## src/rtl/fan_tach_pkg.sv

```systemverilog
package fan_tach_pkg;
  localparam int unsigned DEF_CNT_W    = 12;
  localparam int unsigned DEF_PRESCALE = 4;
  localparam int unsigned DEF_SYNC     = 2;

  function automatic int unsigned pre_width(int unsigned n);
    return (n > 1) ? $clog2(n) : 1;
  endfunction
endpackage

```

## src/rtl/fan_tach_sync.sv

```systemverilog
module fan_tach_sync #(
  parameter int unsigned STAGES = 2
) (
  input  logic clk_i,
  input  logic rst_ni,
  input  logic tach_i,
  output logic rise_o
);
  logic [STAGES-1:0] sync_q;
  logic              prev_q;

  for (genvar g = 0; g < STAGES; g++) begin : g_stage
    if (g == 0) begin : g_first
      always_ff @(posedge clk_i or negedge rst_ni)
        if (!rst_ni) sync_q[g] <= 1'b0;
        else         sync_q[g] <= tach_i;
    end else begin : g_next
      always_ff @(posedge clk_i or negedge rst_ni)
        if (!rst_ni) sync_q[g] <= 1'b0;
        else         sync_q[g] <= sync_q[g-1];
    end
  end

  always_ff @(posedge clk_i or negedge rst_ni)
    if (!rst_ni) prev_q <= 1'b0;
    else         prev_q <= sync_q[STAGES-1];

  assign rise_o = sync_q[STAGES-1] & ~prev_q;

  p_rise_single_r2: assert property (@(posedge clk_i) disable iff (!rst_ni)
    rise_o |=> !rise_o);
endmodule

```

## src/rtl/fan_tach_period.sv

```systemverilog
module fan_tach_period #(
  parameter int unsigned CNT_W    = 12,
  parameter int unsigned PRESCALE = 4
) (
  input  logic             clk_i,
  input  logic             rst_ni,
  input  logic             rise_i,
  output logic [CNT_W-1:0] speed_o,
  output logic             valid_o,
  output logic             pub_o,
  output logic [CNT_W-1:0] pub_cnt_o,
  output logic             stall_o
);
  localparam int unsigned      PRE_W    = fan_tach_pkg::pre_width(PRESCALE);
  localparam logic [PRE_W-1:0] PRE_LAST = PRE_W'(PRESCALE - 1);
  localparam logic [CNT_W-1:0] CNT_MAX  = '1;

  logic [PRE_W-1:0] pre_q;
  logic [CNT_W-1:0] cnt_q, speed_q;
  logic             armed_q, valid_q, tick;

  assign tick = (pre_q == PRE_LAST);

  always_ff @(posedge clk_i or negedge rst_ni) begin
    if (!rst_ni) begin
      pre_q   <= '0;
      cnt_q   <= '0;
      armed_q <= 1'b0;
    end else if (rise_i) begin
      pre_q   <= '0;
      cnt_q   <= '0;
      armed_q <= 1'b1;
    end else begin
      pre_q <= tick ? '0 : pre_q + 1'b1;
      if (tick && cnt_q != CNT_MAX) cnt_q <= cnt_q + 1'b1;
    end
  end

  // publish the finished interval in one step
  always_ff @(posedge clk_i or negedge rst_ni) begin
    if (!rst_ni) begin
      speed_q <= '0;
      valid_q <= 1'b0;
    end else begin
      valid_q <= rise_i & armed_q;
      if (rise_i && armed_q) speed_q <= cnt_q;
    end
  end

  assign speed_o   = speed_q;
  assign valid_o   = valid_q;
  assign pub_o     = rise_i & armed_q;
  assign pub_cnt_o = cnt_q;
  assign stall_o   = (cnt_q == CNT_MAX);

  p_no_wrap_r4: assert property (@(posedge clk_i) disable iff (!rst_ni)
    (cnt_q == CNT_MAX && !rise_i) |=> cnt_q == CNT_MAX);
  p_restart_r3: assert property (@(posedge clk_i) disable iff (!rst_ni)
    rise_i |=> cnt_q == '0);
  p_valid_pulse_r5: assert property (@(posedge clk_i) disable iff (!rst_ni)
    valid_q |=> !valid_q);
  p_hold_r5: assert property (@(posedge clk_i) disable iff (!rst_ni)
    !valid_q |-> $stable(speed_q));
endmodule

```

## src/rtl/fan_tach_alarm.sv

```systemverilog
module fan_tach_alarm #(
  parameter int unsigned CNT_W = 12
) (
  input  logic             clk_i,
  input  logic             rst_ni,
  input  logic             pub_i,
  input  logic [CNT_W-1:0] pub_cnt_i,
  input  logic [CNT_W-1:0] limit_i,
  input  logic             stall_i,
  input  logic             clr_i,
  output logic             alarm_o
);
  logic alarm_q, set;

  assign set = stall_i | (pub_i & (pub_cnt_i > limit_i));

  // set beats clear
  always_ff @(posedge clk_i or negedge rst_ni)
    if (!rst_ni) alarm_q <= 1'b0;
    else         alarm_q <= set | (alarm_q & ~clr_i);

  assign alarm_o = alarm_q;

  p_over_sets_r6: assert property (@(posedge clk_i) disable iff (!rst_ni)
    (pub_i && pub_cnt_i > limit_i) |=> alarm_o);
  p_stall_sets_r7: assert property (@(posedge clk_i) disable iff (!rst_ni)
    stall_i |=> alarm_o);
  p_sticky_r8: assert property (@(posedge clk_i) disable iff (!rst_ni)
    (alarm_o && !clr_i) |=> alarm_o);
  p_clear_r8: assert property (@(posedge clk_i) disable iff (!rst_ni)
    (clr_i && !stall_i && !pub_i) |=> !alarm_o);
endmodule

```

## src/rtl/fan_tach_monitor.sv

```systemverilog
module fan_tach_monitor #(
  parameter int unsigned CNT_W    = fan_tach_pkg::DEF_CNT_W,
  parameter int unsigned PRESCALE = fan_tach_pkg::DEF_PRESCALE,
  parameter int unsigned SYNC     = fan_tach_pkg::DEF_SYNC
) (
  input  logic             clk_i,
  input  logic             rst_ni,
  input  logic             tach_i,
  input  logic [CNT_W-1:0] limit_i,
  input  logic             alarm_clr_i,
  output logic [CNT_W-1:0] speed_o,
  output logic             speed_valid_o,
  output logic             alarm_o
);
  logic             rise, pub, stall;
  logic [CNT_W-1:0] pub_cnt;

  fan_tach_sync #(.STAGES(SYNC)) u_sync (
    .clk_i (clk_i),
    .rst_ni(rst_ni),
    .tach_i(tach_i),
    .rise_o(rise)
  );

  fan_tach_period #(.CNT_W(CNT_W), .PRESCALE(PRESCALE)) u_period (
    .clk_i    (clk_i),
    .rst_ni   (rst_ni),
    .rise_i   (rise),
    .speed_o  (speed_o),
    .valid_o  (speed_valid_o),
    .pub_o    (pub),
    .pub_cnt_o(pub_cnt),
    .stall_o  (stall)
  );

  fan_tach_alarm #(.CNT_W(CNT_W)) u_alarm (
    .clk_i    (clk_i),
    .rst_ni   (rst_ni),
    .pub_i    (pub),
    .pub_cnt_i(pub_cnt),
    .limit_i  (limit_i),
    .stall_i  (stall),
    .clr_i    (alarm_clr_i),
    .alarm_o  (alarm_o)
  );

  p_valid_speed_r5: assert property (@(posedge clk_i) disable iff (!rst_ni)
    speed_valid_o |-> $past(rise));
endmodule

```

## config.mk

```make
export PLATFORM = sky130hd
export DESIGN_NAME = fan_tach_monitor
export DESIGN_NICKNAME = d
export VERILOG_FILES = /design/src/rtl/fan_tach_pkg.sv /design/src/rtl/fan_tach_sync.sv /design/src/rtl/fan_tach_period.sv /design/src/rtl/fan_tach_alarm.sv /design/src/rtl/fan_tach_monitor.sv
export SDC_FILE = /design/constraint.sdc
export NUM_CORES = 1
export LEC_CHECK = 0
export BUFFER_PORTS_ARGS = -buffer_cell sky130_fd_sc_hd__buf_2
export CORE_MARGIN = 2
export CORE_UTILIZATION = 40
export DETAILED_ROUTE_END_ITERATION = 16
export GPL_TIMING_DRIVEN = 0
export RECOVER_POWER = 50
export SETUP_SLACK_MARGIN = 0.4
export SYNTH_ARGS = -nofsm -noshare
export SYNTH_HDL_FRONTEND = slang
export SYNTH_SLANG_ARGS = --single-unit
```

## constraint.sdc

```tcl
create_clock -name clk_i -period 1.8 [get_ports clk_i]
set_input_delay 0.09 -clock clk_i [delete_from_list [all_inputs] [get_ports clk_i]]
set_output_delay 0.09 -clock clk_i [all_outputs]
set_load 0.05 [all_outputs]
```

# Word level (Yosys, flattened, before mapping)
# Cells that the tools add are included.
# word_totals
reg_bits,32
latchBits,0
mem_bits_rw,0
mem_bits_ro,0
inputBits,16
output_inout_bits,14
word_cells,30
mem_count,0
# classes
addsub,2
n_mul,0
div_mod_pow,0
magnitude_cmp,1
eq_ne,3
shifts,0
mux,4
n_bitwise,8
reduce_logical,3
# ops
operator,n
two-way mux 12 bit,2
adder 12 x 1 -> 12 bit (second input constant),1
equality test 12 bit (second input constant),1
greater-than comparator 12 bit,1
inequality test 12 bit (second input constant),1
AND 1 bit,4
two-way mux 2 bit,2
adder 2 x 1 -> 2 bit (second input constant),1
equality test 2 bit (second input constant),1
logical AND 1 bit,2
inverter 1 bit,2
OR 1 bit,2
nonzero test 2 bit,1

# Depth between registers and ports, before layout
# Gate-level depths: netlist (run 1).
# depth
word_depth,6
mapped_depth,7
ltp_nobuf,7

# By module
# A second synthesis (run 1) with hierarchy kept.
# unflattened
cells_unflattened,153
hier_area_um2,1716.6
# modules_own_cells
mod,instances,cells_each,area_each_um2,seq_area_each_um2
fan_tach_period,1,103,1280.0,700.7
fan_tach_alarm,1,46,347.8,25.0
fan_tach_sync,1,4,88.8,75.1

# Least setup slack after synthesis (run 1)
# No wires, ideal clock.
# synth_path
path_kind,flip-flop to flip-flop
from,reg u_period.cnt_q[3] (netlist: u_period.pub_cnt_o[3])
to,reg u_period.cnt_q[10] (netlist: u_period.pub_cnt_o[10])
setup_time_ns,0.078
t_arrival_ns,1.591
t_required_ns,1.722
setup_slack_ns,0.130
path_stages_with_launch,6
n_path_buf,0
synth_period_minus_slack_ns,1.670
path_cell_list,dfrtp_1 > and4_4 > nand2_2 > or3_4 > or3_1 > a21oi_1
# synth_via
elab_chain_len,3
elab_cells_between_ends,6
classes_between,1 x add/sub; 1 x eq/ne; 2 x mux; 2 x reduce/logical
# synth_lines
element,line_no,text
start: declaration,fan_tach_period.sv:19,"logic [CNT_W-1:0] cnt_q, speed_q;"
start signal: assignment,fan_tach_period.sv:35,if (tick && cnt_q != CNT_MAX) cnt_q <= cnt_q + 1'b1;
adder 12 x 1 -> 12 bit / inequality test 12 bit (equally long branches),fan_tach_period.sv:35,
two-way mux 12 bit / logical AND 1 bit (equally long branches),fan_tach_period.sv:35,
two-way mux 12 bit / nonzero test 2 bit (equally long branches),n/a,
# Several ways; a longest one is shown, not always the timed one. The select of a mux whose other input is x is not followed.
# A chain may end at the register's enable or synchronous reset.

# Worst setup path after layout (run 1)
# layout_path
from,reg u_period.cnt_q[6] (netlist: u_period.pub_cnt_o[6])
to,reg u_period.cnt_q[6] (netlist: u_period.pub_cnt_o[6])
# The elaborated chain is that of the path after synthesis.

==> Flow_metrics.wiki, run 1 <==
{| class="wikitable"
! Metric !! Value
|-
| Fraction of synthesis flops using an asynchronous set or reset pin || between 90% and 100%
|-
| Fmax || about 600 MHz
|-
| Kind of cell adding the most delay to the critical path || simple AND/OR/NAND/NOR gates
|-
| Adder and majority cell fraction of the synthesized area || between 10% and 20%
|-
| TritonCTS clock tree || yes
|-
| Post-synth cell types || 28
|-
| Horiz. Die Dim || 67.18 um
|-
| Number of sinks driven by the clock tree || 32
|-
| Final weighted congestion of routability-driven global placement || between 0.7 and 0.8
|-
| Critical Path, Cell by Cell || and4_4, buf_4, a31oi_1, nand4_1, xor2_1, nor2_1
|-
| Kind of path behind the tightest hold check || input pin to flop
|-
| Leakage power total || 1.089 nW
|-
| Total Nets Final || between 200 and 250
|-
| Worst Reg-to-Reg Cells || 6
|-
| Post-Layout Cell Count || 257
|-
| Design internal power || approximately 0.0013 W
|-
| Unrepaired setup endpoints after global routing || true
|-
| Simple-Gate Fraction of Synth Area || between 15 and 20%
|-
| Clock tree root driver cell || clkbuf_8
|-
| Number of placed instances, taps included || between 200 and 250
|-
| Combined buffer and inverter count along the critical path || 1
|-
| Worst-case headroom to the max-slew limit || between 40% and 50%
|-
| Inserted Diodes || 0
|-
| Maximum number of pins on one net before global-route repair || 33
|-
| Clock-pin slew reported for the worst setup and hold paths after clock tree synthesis || 0.07 ns
|-
| Filler Cell Count || 328
|-
| Stages on worst setup path || 6
|-
| Post-synthesis sequential element count || 32
|-
| Setup TNS || 0 ns
|-
| Pre-CTS setup slack || ~0.11 ns
|-
| Number of nets with antenna violations after detailed routing || 0
|-
| Setup clock skew after layout || between 0.008 and 0.009 ns
|-
| Fraction of final layout cells with drive strength greater than 1 || a little over two fifths
|-
| Transition time at the pin with the least slew margin || just under 0.8 ns
|-
| Clock buffers created by TritonCTS || 5
|-
| Total of warnings raised by yosys || 0
|-
| Maximum capacitance violations || 0
|-
| Portion of the post-synthesis area used by sequential elements || about half
|-
| Net load switching power || ~0.00055 W
|-
| Maximum root-to-sink buffer count || 2
|-
| Row Count || 22
|-
| Post-synthesis mux area share || a little under 8%
|-
| Mean routed wirelength per cell || between 10 and 15 um
|-
| Worst-skew pair later-pin latency || between 0.2 and 0.3 ns
|-
| Layout area overhead || 39.58%
|-
| Worst supply voltage drop on vdd || roughly 0.55 mV
|-
| Total of endpoints with negative setup slack in the final report || 0
|-
| Kind of end point of the critical path || flop
|-
| Worst setup margin || around 0.13 ns
|-
| WHS Path Cells || 3
|-
| Complex-gate fraction of the synthesized area || 5.721%
|-
| Gate count of the mapped netlist || 148
|-
| Average cell area after synthesis || 10.79 um2
|-
| I/O pin count || 30
|-
| Share of the synthesized area in the top cell type || between 50% and 60%
|-
| Share of total power in combinational logic || 23.1%
|-
| Status || finished, final reports clean
|-
| Antenna violations before repair || 0
|-
| Initial Util || 42.65%
|-
| Clock Power Share || a little under a third
|-
| Hold violation total from the final report || 0
|-
| Core region area || around 3700 um2
|-
| Syn_nets || between 150 and 200
|-
| Starting DRC count in detailed routing || 38
|-
| DIE AREA || 4512 um2
|-
| Vias per cell || between 5 and 6
|-
| Largest incremental delay on the critical path || between 0.4 and 0.5 ns
|-
| Part of the power in registers || between 40% and 50%
|-
| DR pass1 iterations || 4
|-
| Min Hold Slack || ~0.081 ns
|-
| Max FO, Critical Path || 3
|-
| Fin area || roughly 2200 um2
|-
| Number of I/O port buffers || 29
|-
| Signal arrival time at the worst endpoint || roughly 1.8 ns
|-
| DR vias || roughly 1.3k
|-
| Most common cell in the netlist || dfrtp_1
|-
| Overall die height || approximately 67 um
|-
| Number of synthesized flops with an enable pin || 0
|-
| Aggregate routed wire length || 3733 um
|-
| Netlist area before placement || approximately 1600 um2
|-
| Top cells by instance count after synthesis || 32 x dfrtp_1, 14 x ha_1, 13 x inv_1
|-
| Global-route wire length before repair || 5823 um
|-
| Main combinational cell family by area after synthesis || simple AND/OR/NAND/NOR gates
|-
| Cells taking the most area after synthesis || dfrtp_1 50%, ha_1 11%, mux2_2 7.8%
|-
| Number of H-tree levels || 2
|-
| Startpoint type of the worst setup path || flop
|-
| Post-detailed-placement cell area || between 1500 and 2000 um2
|-
| Flip-flop cell with the highest count after synthesis || dfrtp_1
|-
| Power per standard cell area || 815.0 nW/um2
|-
| Required @ worst endpoint || 1.96 ns
|-
| Via count of the first global-routing pass || roughly 1.3k
|-
| Area share of xor/xnor cells in the synthesized design || approximately 5%
|-
| Post-detailed-placement half-perimeter wirelength || approximately 2500 um
|-
| Clock period minus worst slack || around 1.7 ns
|-
| Total global routing overflow || 0
|-
| Critical path class || flop to flop
|-
| Largest area contributor in the netlist || dfrtp_1
|-
| Drc violations || 0
|-
| Global router's overall resource usage || 18.05%
|-
| Switching Fraction || between 30% and 40%
|-
| Cell type of the slowest stage on the worst timing path || dfrtp_1
|-
| Max-slew violation count || 0
|-
| Final cycle utilization of the critical path || ~93%
|}
[layout by cell type, fill, tap and decap left out, types with 5 or more instances in the layout]
master	netlist	routed
inv_1	13	13
xor2_1	6	5
nand2_1	10	9
nand4_1	6	6
dfrtp_1	32	25
buf_2	0	17
mux2_2	11	11
buf_4	0	20
ha_4	0	5
ha_1	14	8
clkbuf_1	3	13
dfrtp_2	0	7
nor2_1	10	10
clkbuf_8	0	7
[registers in the layout, indices dropped and copies added (netlist names)]
register and cells:
u_period.speed_o 12, u_alarm.alarm_o 1, u_period.pre_q 2, u_sync.prev_q 1, u_sync.sync_q 2, u_period.armed_q 1, u_period.valid_o 1, u_period.pub_cnt_o 12
[final timing paths]
check,start,to,slack (ns)
hold / removal,alarm_clr_i,u_alarm.alarm_o,0.08
max in group asynchronous,rst_ni,u_period.pub_cnt_o[4],0.83
setup / recovery,u_period.pub_cnt_o[6],u_period.pub_cnt_o[6],0.13
setup reg to reg,u_period.pub_cnt_o[6],u_period.pub_cnt_o[6],0.13
min in group asynchronous,rst_ni,u_sync.sync_q[1],0.42
hold reg to reg,u_sync.sync_q[0],u_sync.sync_q[1],0.36
[stage by stage]
| step | utilization [%] | total power, W |
|---|---|---|
| after floorplan | - | 0.001069 |
| after global placement | 49.63 | 0.001151 |
| after detailed placement | 49.63 | 0.001174 |
| after CTS | 57.35 | 0.001799 |
| after global routing | 59.53 | 0.001921 |
| final | 59.53 | 0.001816 |
[cells by family (layout without fill, tap and decap cells)]
kind of cell | count (synthesis) | in the layout
DFF | 32 | 32
buffers and inverters | 16 | 77
and+or+nand+nor | 50 | 50
AOI/OAI and AO/OA | 16 | 16
xor gates and xnor gates | 9 | 9
adders and majority gates | 14 | 14
muxes | 11 | 11
[worst register-to-register path: cells and delay by family (launching register included)]
family,cells,cell delay (ns)
and+or+nand+nor,3,0.48
DFF,1,0.41
AOI/OAI and AO/OA,1,0.32
xor gates and xnor gates,1,0.20
buffers and inverters,1,0.13
[routing by layer]
layer	wire (um)	GRT usage, %	part of all wire (%)
met4	85	5.357	2.3
met5	0	0	0
met1	1532	20.32	41
met3	170	6.000	4.6
met2	1946	32.30	52
[area by class of cell]
cell class	count	area, um2	area share (%)
Tap cell	48	60.06	2.695
Buffer	3	21.27	0.9545
Clock buffer	6	82.58	3.706
Inverter	13	48.80	2.190
Sequential cell	32	809.5	36.33
Clock inverter	2	10.01	0.4492
Timing Repair Buffer	53	324.1	14.54
Multi-Input combinational cell	100	872.1	39.14
[power groups by stage]
stage / registers (W) / clock network (W) / logic, W
floorplan: 0.000903 / 0 / 0.000166
global placement: 0.000836 / 0 / 0.000315
detailed placement: 0.000839 / 0 / 0.000335
CTS: 0.000829 / 0.000573 / 0.000397
global route: 0.000839 / 0.000621 / 0.000461
finish: 0.000831 / 0.000565 / 0.000420
[timing repair]
action	4_1_cts	5_1_grt
setup endpoints to repair	19	24
buffers inserted	15	7
hold buffers	2	0
pin swaps	6	9
resized for setup	16	11
hold endpoints to repair	33	0
Note: power is estimated with default switching activity, not from simulation.
==> inputs of run 2 (changes only) <==
CELL_PAD_IN_SITES_DETAIL_PLACEMENT = 1   (was default)
CELL_PAD_IN_SITES_GLOBAL_PLACEMENT = 1   (was default)
CORE_MARGIN = default   (was 2)
CORE_UTILIZATION = 39   (was 40)
PLACE_DENSITY_LB_ADDON = 0.1   (was default)
SYNTH_HIERARCHICAL = 1   (was default)
==> Flow_metrics.wiki, run 2 <==
{| class="wikitable"
! Metric !! Value
|-
| Status || finished, final reports clean
|-
| Portion of the post-synthesis area used by sequential elements || between 40 and 50%
|-
| Total of warnings raised by yosys || 6
|-
| Max FO, Critical Path || 3
|-
| Cells taking the most area after synthesis || dfrtp_1 47%, ha_1 10%, mux2_2 7.9%
|-
| Drc violations || 0
|-
| Hold violation total from the final report || 0
|-
| Unrepaired setup endpoints after global routing || true
|-
| Global router's overall resource usage || 22.70%
|-
| Signal arrival time at the worst endpoint || 1.80 ns
|-
| FF-to-FF setup slack || about 0.17 ns
|-
| Combined buffer and inverter count along the critical path || 1
|-
| Initial Util || between 40% and 50%
|-
| Fin util || 59.14%
|-
| Worst-skew pair later-pin latency || around 0.29 ns
|-
| Kind of cell adding the most delay to the critical path || compound AO/OA/AOI/OAI gates
|-
| Maximum number of pins on one net before global-route repair || 33
|-
| Min-Delay Startpoint || alarm_clr_i
|-
| Share of the synthesized area in the top cell type || a little under half
|-
| DIE AREA || approximately 4700 um2
|-
| Fmax || 612.5 MHz
|-
| Top cells by instance count after synthesis || 32 x dfrtp_1, 15 x inv_1, 14 x ha_1
|-
| Critical Path, Cell by Cell || buf_6, ha_4, nand4_1, o31ai_4, a211o_1, o211ai_1
|-
| Starting DRC count in detailed routing || 79
|-
| Vias per cell || 5.519
|-
| Total global routing overflow || 0
|-
| Worst-case headroom to the max-slew limit || 44.59%
|-
| Syn_nets || between 150 and 200
|-
| Largest incremental delay on the critical path || about 0.45 ns
|-
| Setup TNS || 0 ns
|-
| Post-synthesis sequential element count || 32
|-
| WHS Path Cells || 4
|-
| Total Nets Final || about 240
|-
| Transition time at the pin with the least slew margin || 0.8311 ns
|-
| Post-detailed-placement half-perimeter wirelength || between 3000 and 4000 um
|-
| Min Hold Slack || between 0.1 and 0.15 ns
|-
| Worst reg2reg startpoint || u_period/pub_cnt_o[1]
|-
| Inserted Diodes || 0
|-
| Max-slew violation count || 0
|-
| Number of I/O port buffers || 29
|-
| Number of synthesized flops with an enable pin || 0
|-
| Commonest non-fill, non-tap cells in the layout || 21 x buf_4, 20 x dfrtp_1, 15 x inv_1
|-
| Number of nets with antenna violations after detailed routing || 0
|-
| TritonCTS clock tree || yes
|-
| DR pass1 iterations || 4
|-
| Largest area contributor in the netlist || dfrtp_1
|-
| Aggregate routed wire length || about 5100 um
|-
| Most frequent standard cell in the layout excluding fill and tap cells || buf_4
|-
| Clock period minus worst slack || 1.633 ns
|-
| Startpoint type of the worst setup path || flop
|-
| Post-synth cell types || between 40 and 50
|-
| Worst supply voltage drop on vdd || approximately 0.59 mV
|-
| Row Count || 23
|-
| Filler Cell Count || between 400 and 500
|-
| Clock buffers created by TritonCTS || 5
|-
| Final weighted congestion of routability-driven global placement || slightly below 0.8
|-
| Most common cell in the netlist || dfrtp_1
|-
| Kind of path behind the tightest hold check || input pin to flop
|-
| Kind of end point of the critical path || flop
|-
| Maximum capacitance violations || 0
|-
| Power per standard cell area || around 850 nW/um2
|-
| I/O pin count || 30
|-
| Number of sinks driven by the clock tree || 32
|-
| DR vias || 1,457
|-
| Average cell area after synthesis || approximately 11 um2
|-
| Area taken by multi-input logic gates || between 1000 and 1500 um2
|-
| Number of H-tree levels || 2
|-
| Total of endpoints with negative setup slack in the final report || 0
|-
| Gate count of the mapped netlist || around 150
|-
| Layout area overhead || 41.76%
|-
| Netlist area before placement || 1717 um2
|-
| FF-to-FF End || u_alarm/alarm_o
|-
| Maximum root-to-sink buffer count || 2
|-
| Clock-pin slew reported for the worst setup and hold paths after clock tree synthesis || 0.07 ns
|-
| Fraction of final layout cells with drive strength greater than 1 || between 40% and 50%
|-
| Fraction of synthesis flops using an asynchronous set or reset pin || 100.0%
|-
| Worst setup margin || roughly 0.17 ns
|-
| Core region area || 4115 um2
|-
| Mean routed wirelength per cell || 19.34 um
|-
| Setup clock skew after layout || roughly 0.0087 ns
|-
| Leakage power total || 1.128 nW
|-
| Flip-flop cell with the highest count after synthesis || dfrtp_1
|-
| Global-route wire length before repair || roughly 7400 um
|-
| Required @ worst endpoint || roughly 2.0 ns
|-
| Overall die height || just under 70 um
|-
| Cell type of the slowest stage on the worst timing path || dfrtp_2
|-
| Horiz. Die Dim || slightly below 70 um
|-
| Critical path class || flop to flop
|-
| Final cycle utilization of the critical path || between 90% and 100%
|-
| End of the worst hold path || u_alarm/alarm_o
|-
| Worst Reg-to-Reg Cells || 6
|-
| Via count of the first global-routing pass || 1,530
|-
| Pre-CTS setup slack || ~0.11 ns
|-
| Storage element area || between 800 and 900 um2
|-
| Antenna violations before repair || 0
|-
| Clock tree root driver cell || clkbuf_8
|}
==> run 2: cell count changes in the layout (fill, tap and decap cells not counted), moves of 3 or more <==
| cell | delta |
|---|---|
| a21oi_2 | -4 |
| nand2_1 | -6 |
| o21ai_0 | -3 |
| buf_2 | -3 |
| nand4_4 | +3 |
| a21oi_1 | +6 |
| nor2_1 | -3 |
| dfrtp_1 | -5 |
| dfrtp_2 | +5 |
| nand3_1 | +3 |
| ha_4 | +3 |
==> run 2: final cells by class <==
class                           instances  share of cell area (%)
Multi-Input combinational cell        102                   43.19
Sequential cell                        32                   33.52
Timing Repair Buffer                   53                   13.16
Clock buffer                            6                   3.393
Tap cell                               50                   2.571
Inverter                               15                   2.314
Buffer                                  4                   1.440
Clock inverter                          2                  0.4113
==> run 2: worst max path at each step <==
stage / from / end / slack (ns) / cells after the start
after global routing: u_period/pub_cnt_o[0] / u_alarm/alarm_o / 0.1 / 7
after CTS: u_period/pub_cnt_o[4] / u_alarm/alarm_o / 0.25 / 5
after global placement: u_period/pub_cnt_o[8] / u_period/pub_cnt_o[1] / 0.16 / 5
after detailed placement: u_period/pub_cnt_o[8] / u_period/pub_cnt_o[1] / 0.11 / 5
final: u_period/pub_cnt_o[1] / u_alarm/alarm_o / 0.17 / 6
after floorplan: u_period/pub_cnt_o[6] / u_alarm/alarm_o / 0.37 / 5
==> run 2: layer usage <==
metal  GRT usage, %  vias to the layer above  wire length (um)  share of wire [%]
met3          5.833                        9               169                3.3
met5              0                        -                 0                  0
li1               -                      672                 -                  -
met1          25.47                      744              2101                 41
met4          7.813                        0                94                1.8
met2          41.05                       32              2740                 54
==> run 2: kinds of logic after synthesis <==
family	after synthesis	share of synthesized area, %
adder cells (fa/ha/maj)	14	10.20
multiplexers	13	8.455
buffers and inverters	19	4.737
XOR/XNOR	6	3.061
AND/OR/NAND/NOR	44	16.55
AO/OA/AOI/OAI	25	10.35
flip-flops	32	46.65
==> run 2: through the flow <==
step                      std cells  total power, W  instance area (um2)
final                           264        0.002068                 2434
after global routing            264        0.002176                 2434
after CTS                       261        0.002040                 2340
after detailed placement        232        0.001337                 2022
after global placement          232        0.001303                 2022
after floorplan                 153        0.001189                 1814
==> run 2: tightest hold or removal path: cells and delay by family <==
kind | cells | cell delay (ns)
AO/OA/AOI/OAI | 2 | 0.14
buffers and inverters | 2 | 0.13
==> run 2: timing repair <==
item / CTS / global route
pin swaps: 10 / 8
hold endpoints to repair: 33 / 0
resized for setup: 17 / 14
setup buffers: 18 / 3
hold buffers: 2 / 0
cloned: 1 / 0
endpoints found under the setup margin: 22 / 13
==> run 2: report_power, final <==
part	switching [W]	total, W	internal (W)
sequential	0.0000613	0.000855	0.000794
combinational	0.000362	0.000631	0.000270
clock	0.000277	0.000582	0.000305
==> inputs of run 3 (changes only) <==
CORE_MARGIN = 5   (was default)
==> Flow_metrics.wiki, run 3 (synthesized netlist as in run 2, its figures left out) <==
{| class="wikitable"
! Metric !! Value
|-
| Maximum root-to-sink buffer count || 2
|-
| Leakage power total || between 1 and 1.5 nW
|-
| Maximum number of pins on one net before global-route repair || 33
|-
| Starting DRC count in detailed routing || 25
|-
| Drc violations || 0
|-
| Global-route wire length before repair || ~7700 um
|-
| Hold violation total from the final report || 0
|-
| TritonCTS clock tree || yes
|-
| Setup clock skew after layout || 0.008039 ns
|-
| Antenna violations before repair || 0
|-
| Design internal power || approximately 0.0013 W
|-
| Unrepaired setup endpoints after global routing || true
|-
| Part of the power in registers || about 45%
|-
| Net load switching power || approximately 0.00062 W
|-
| Number of placed instances, taps included || approximately 230
|-
| Vias per cell || roughly 5.3
|-
| Overall die height || 76.35 um
|-
| Required @ worst endpoint || 1.99 ns
|-
| Worst setup margin || between 0.2 and 0.25 ns
|-
| Worst-case headroom to the max-slew limit || 46.51%
|-
| DR pass1 iterations || 4
|-
| Horiz. Die Dim || roughly 76 um
|-
| Mean routed wirelength per cell || about 17 um
|-
| Number of I/O port buffers || 29
|-
| Post-detailed-placement half-perimeter wirelength || 2949 um
|-
| Signal arrival time at the worst endpoint || ~1.8 ns
|-
| Critical path class || flop to flop
|-
| Clock period minus worst slack || roughly 1.6 ns
|-
| Number of sinks driven by the clock tree || 32
|-
| Number of H-tree levels || 2
|-
| Startpoint type of the worst setup path || flop
|-
| Transition time at the pin with the least slew margin || roughly 0.8 ns
|-
| Maximum capacitance violations || 0
|-
| Setup TNS || 0 ns
|-
| Share of total power in combinational logic || 28.0%
|-
| Aggregate routed wire length || ~4400 um
|-
| Total Nets Final || ~240
|-
| Inserted Diodes || 0
|-
| Final weighted congestion of routability-driven global placement || 0.7933
|-
| Kind of end point of the critical path || flop
|-
| FF-to-FF setup slack || between 0.2 and 0.25 ns
|-
| Clock buffers created by TritonCTS || 5
|-
| I/O pin count || 30
|-
| Fraction of final layout cells with drive strength greater than 1 || a little over two fifths
|-
| Initial Util || between 30 and 40%
|-
| DIE AREA || roughly 6000 um2
|-
| Worst supply voltage drop on vdd || 0.5441 mV
|-
| Worst Reg-to-Reg Cells || 5
|-
| Worst reg2reg startpoint || u_period/pub_cnt_o[5]
|-
| Fmax || around 640 MHz
|-
| Clock Power Share || a little over a quarter
|-
| Post-Layout Cell Count || 260
|-
| Commonest non-fill, non-tap cells in the layout || 20 x dfrtp_1, 16 x clkbuf_1, 16 x buf_4
|-
| Total global routing overflow || 0
|-
| CP Capture Point || u_period/pub_cnt_o[9]
|-
| Row Count || 24
|-
| DR vias || approximately 1.4k
|-
| Kind of path behind the tightest hold check || input pin to flop
|-
| Layout area overhead || 33.75%
|-
| Max-slew violation count || 0
|-
| Most frequent standard cell in the layout excluding fill and tap cells || dfrtp_1
|-
| Max FO, Critical Path || 6
|-
| Power per standard cell area || roughly 830 nW/um2
|-
| Pre-CTS setup slack || 0.1572 ns
|-
| Critical Path Start || u_period/pub_cnt_o[5]
|-
| Fin util || 53.10%
|-
| Core region area || about 4300 um2
|-
| Clock tree root driver cell || clkbuf_8
|-
| Final cycle utilization of the critical path || between 80% and 90%
|-
| FF-to-FF End || u_period/pub_cnt_o[9]
|-
| Min Hold Slack || ~0.13 ns
|-
| Total of endpoints with negative setup slack in the final report || 0
|-
| Number of nets with antenna violations after detailed routing || 0
|-
| Switching Fraction || about a third
|-
| Worst-skew pair later-pin latency || approximately 0.28 ns
|-
| Clock-pin slew reported for the worst setup and hold paths after clock tree synthesis || around 0.060 ns
|-
| Via count of the first global-routing pass || roughly 1.6k
|-
| Global router's overall resource usage || ~16%
|-
| Status || finished, final reports clean
|}
-- run 3: critical path: stages (launching register included) --
cell and delay (ns):
dfrtp_2 0.46, buf_4 0.15, and3_2 0.23, nand3_1 0.13, or3_1 0.37, a21oi_1 0.13
-- run 3: layout make-up --
type / count / area, um2
Fill cell: 489 / 2028
Multi-Input combinational cell: 102 / 974.7
Sequential cell: 32 / 815.8
Timing Repair Buffer: 47 / 265.3
Clock buffer: 6 / 72.57
Tap cell: 52 / 65.06
Inverter: 15 / 56.30
Buffer: 4 / 33.78
Clock inverter: 2 / 12.51
-- run 3: what timing repair did --
item                                   4_1_cts  5_1_grt
setup endpoints to repair                   22       13
pin swaps                                    5        2
gates resized for setup                     13        5
gates cloned                                 1        0
setup buffers                               14        1
hold buffers                                 2        0
endpoints found under the hold margin       33        0
-- run 3: per-stage QoR --
| stage | area, um2 | power (W) |
|---|---|---|
| 2_1_floorplan | 1814 | 0.001189 |
| 3_3_place_gp | 2024 | 0.001301 |
| 3_5_place_dp | 2024 | 0.001330 |
| 4_1_cts | 2290 | 0.001914 |
| 5_1_grt | 2296 | 0.002035 |
| 6_report | 2296 | 0.001905 |
-- run 3: how the worst min path moves through the flow --
stage           startpoint                   end  slack [ns]  cells past startpoint
2_1_floorplan       rst_ni       u_alarm/alarm_o       -0.21                      0
3_3_place_gp        rst_ni  u_period/speed_o[10]        0.17                      1
3_5_place_dp        rst_ni  u_period/speed_o[11]        0.19                      1
4_1_cts        alarm_clr_i       u_alarm/alarm_o        0.13                      4
5_1_grt        alarm_clr_i       u_alarm/alarm_o        0.17                      4
6_report       alarm_clr_i       u_alarm/alarm_o        0.13                      4
-- run 3: power groups by stage --
stage	clock network (W)	registers, W	logic [W]
final	0.000519	0.000852	0.000534
after global routing	0.000584	0.000863	0.000588
after detailed placement	0	0.000890	0.000440
after floorplan	0	0.000952	0.000237
after global placement	0	0.000887	0.000414
after CTS	0.000545	0.000853	0.000516
-- run 3: layer usage --
metal,track usage [%],share of wire [%]
met4,4.371,0.53
met1,18.29,42
met5,0,0
met2,29.20,52
met3,4.728,5.4
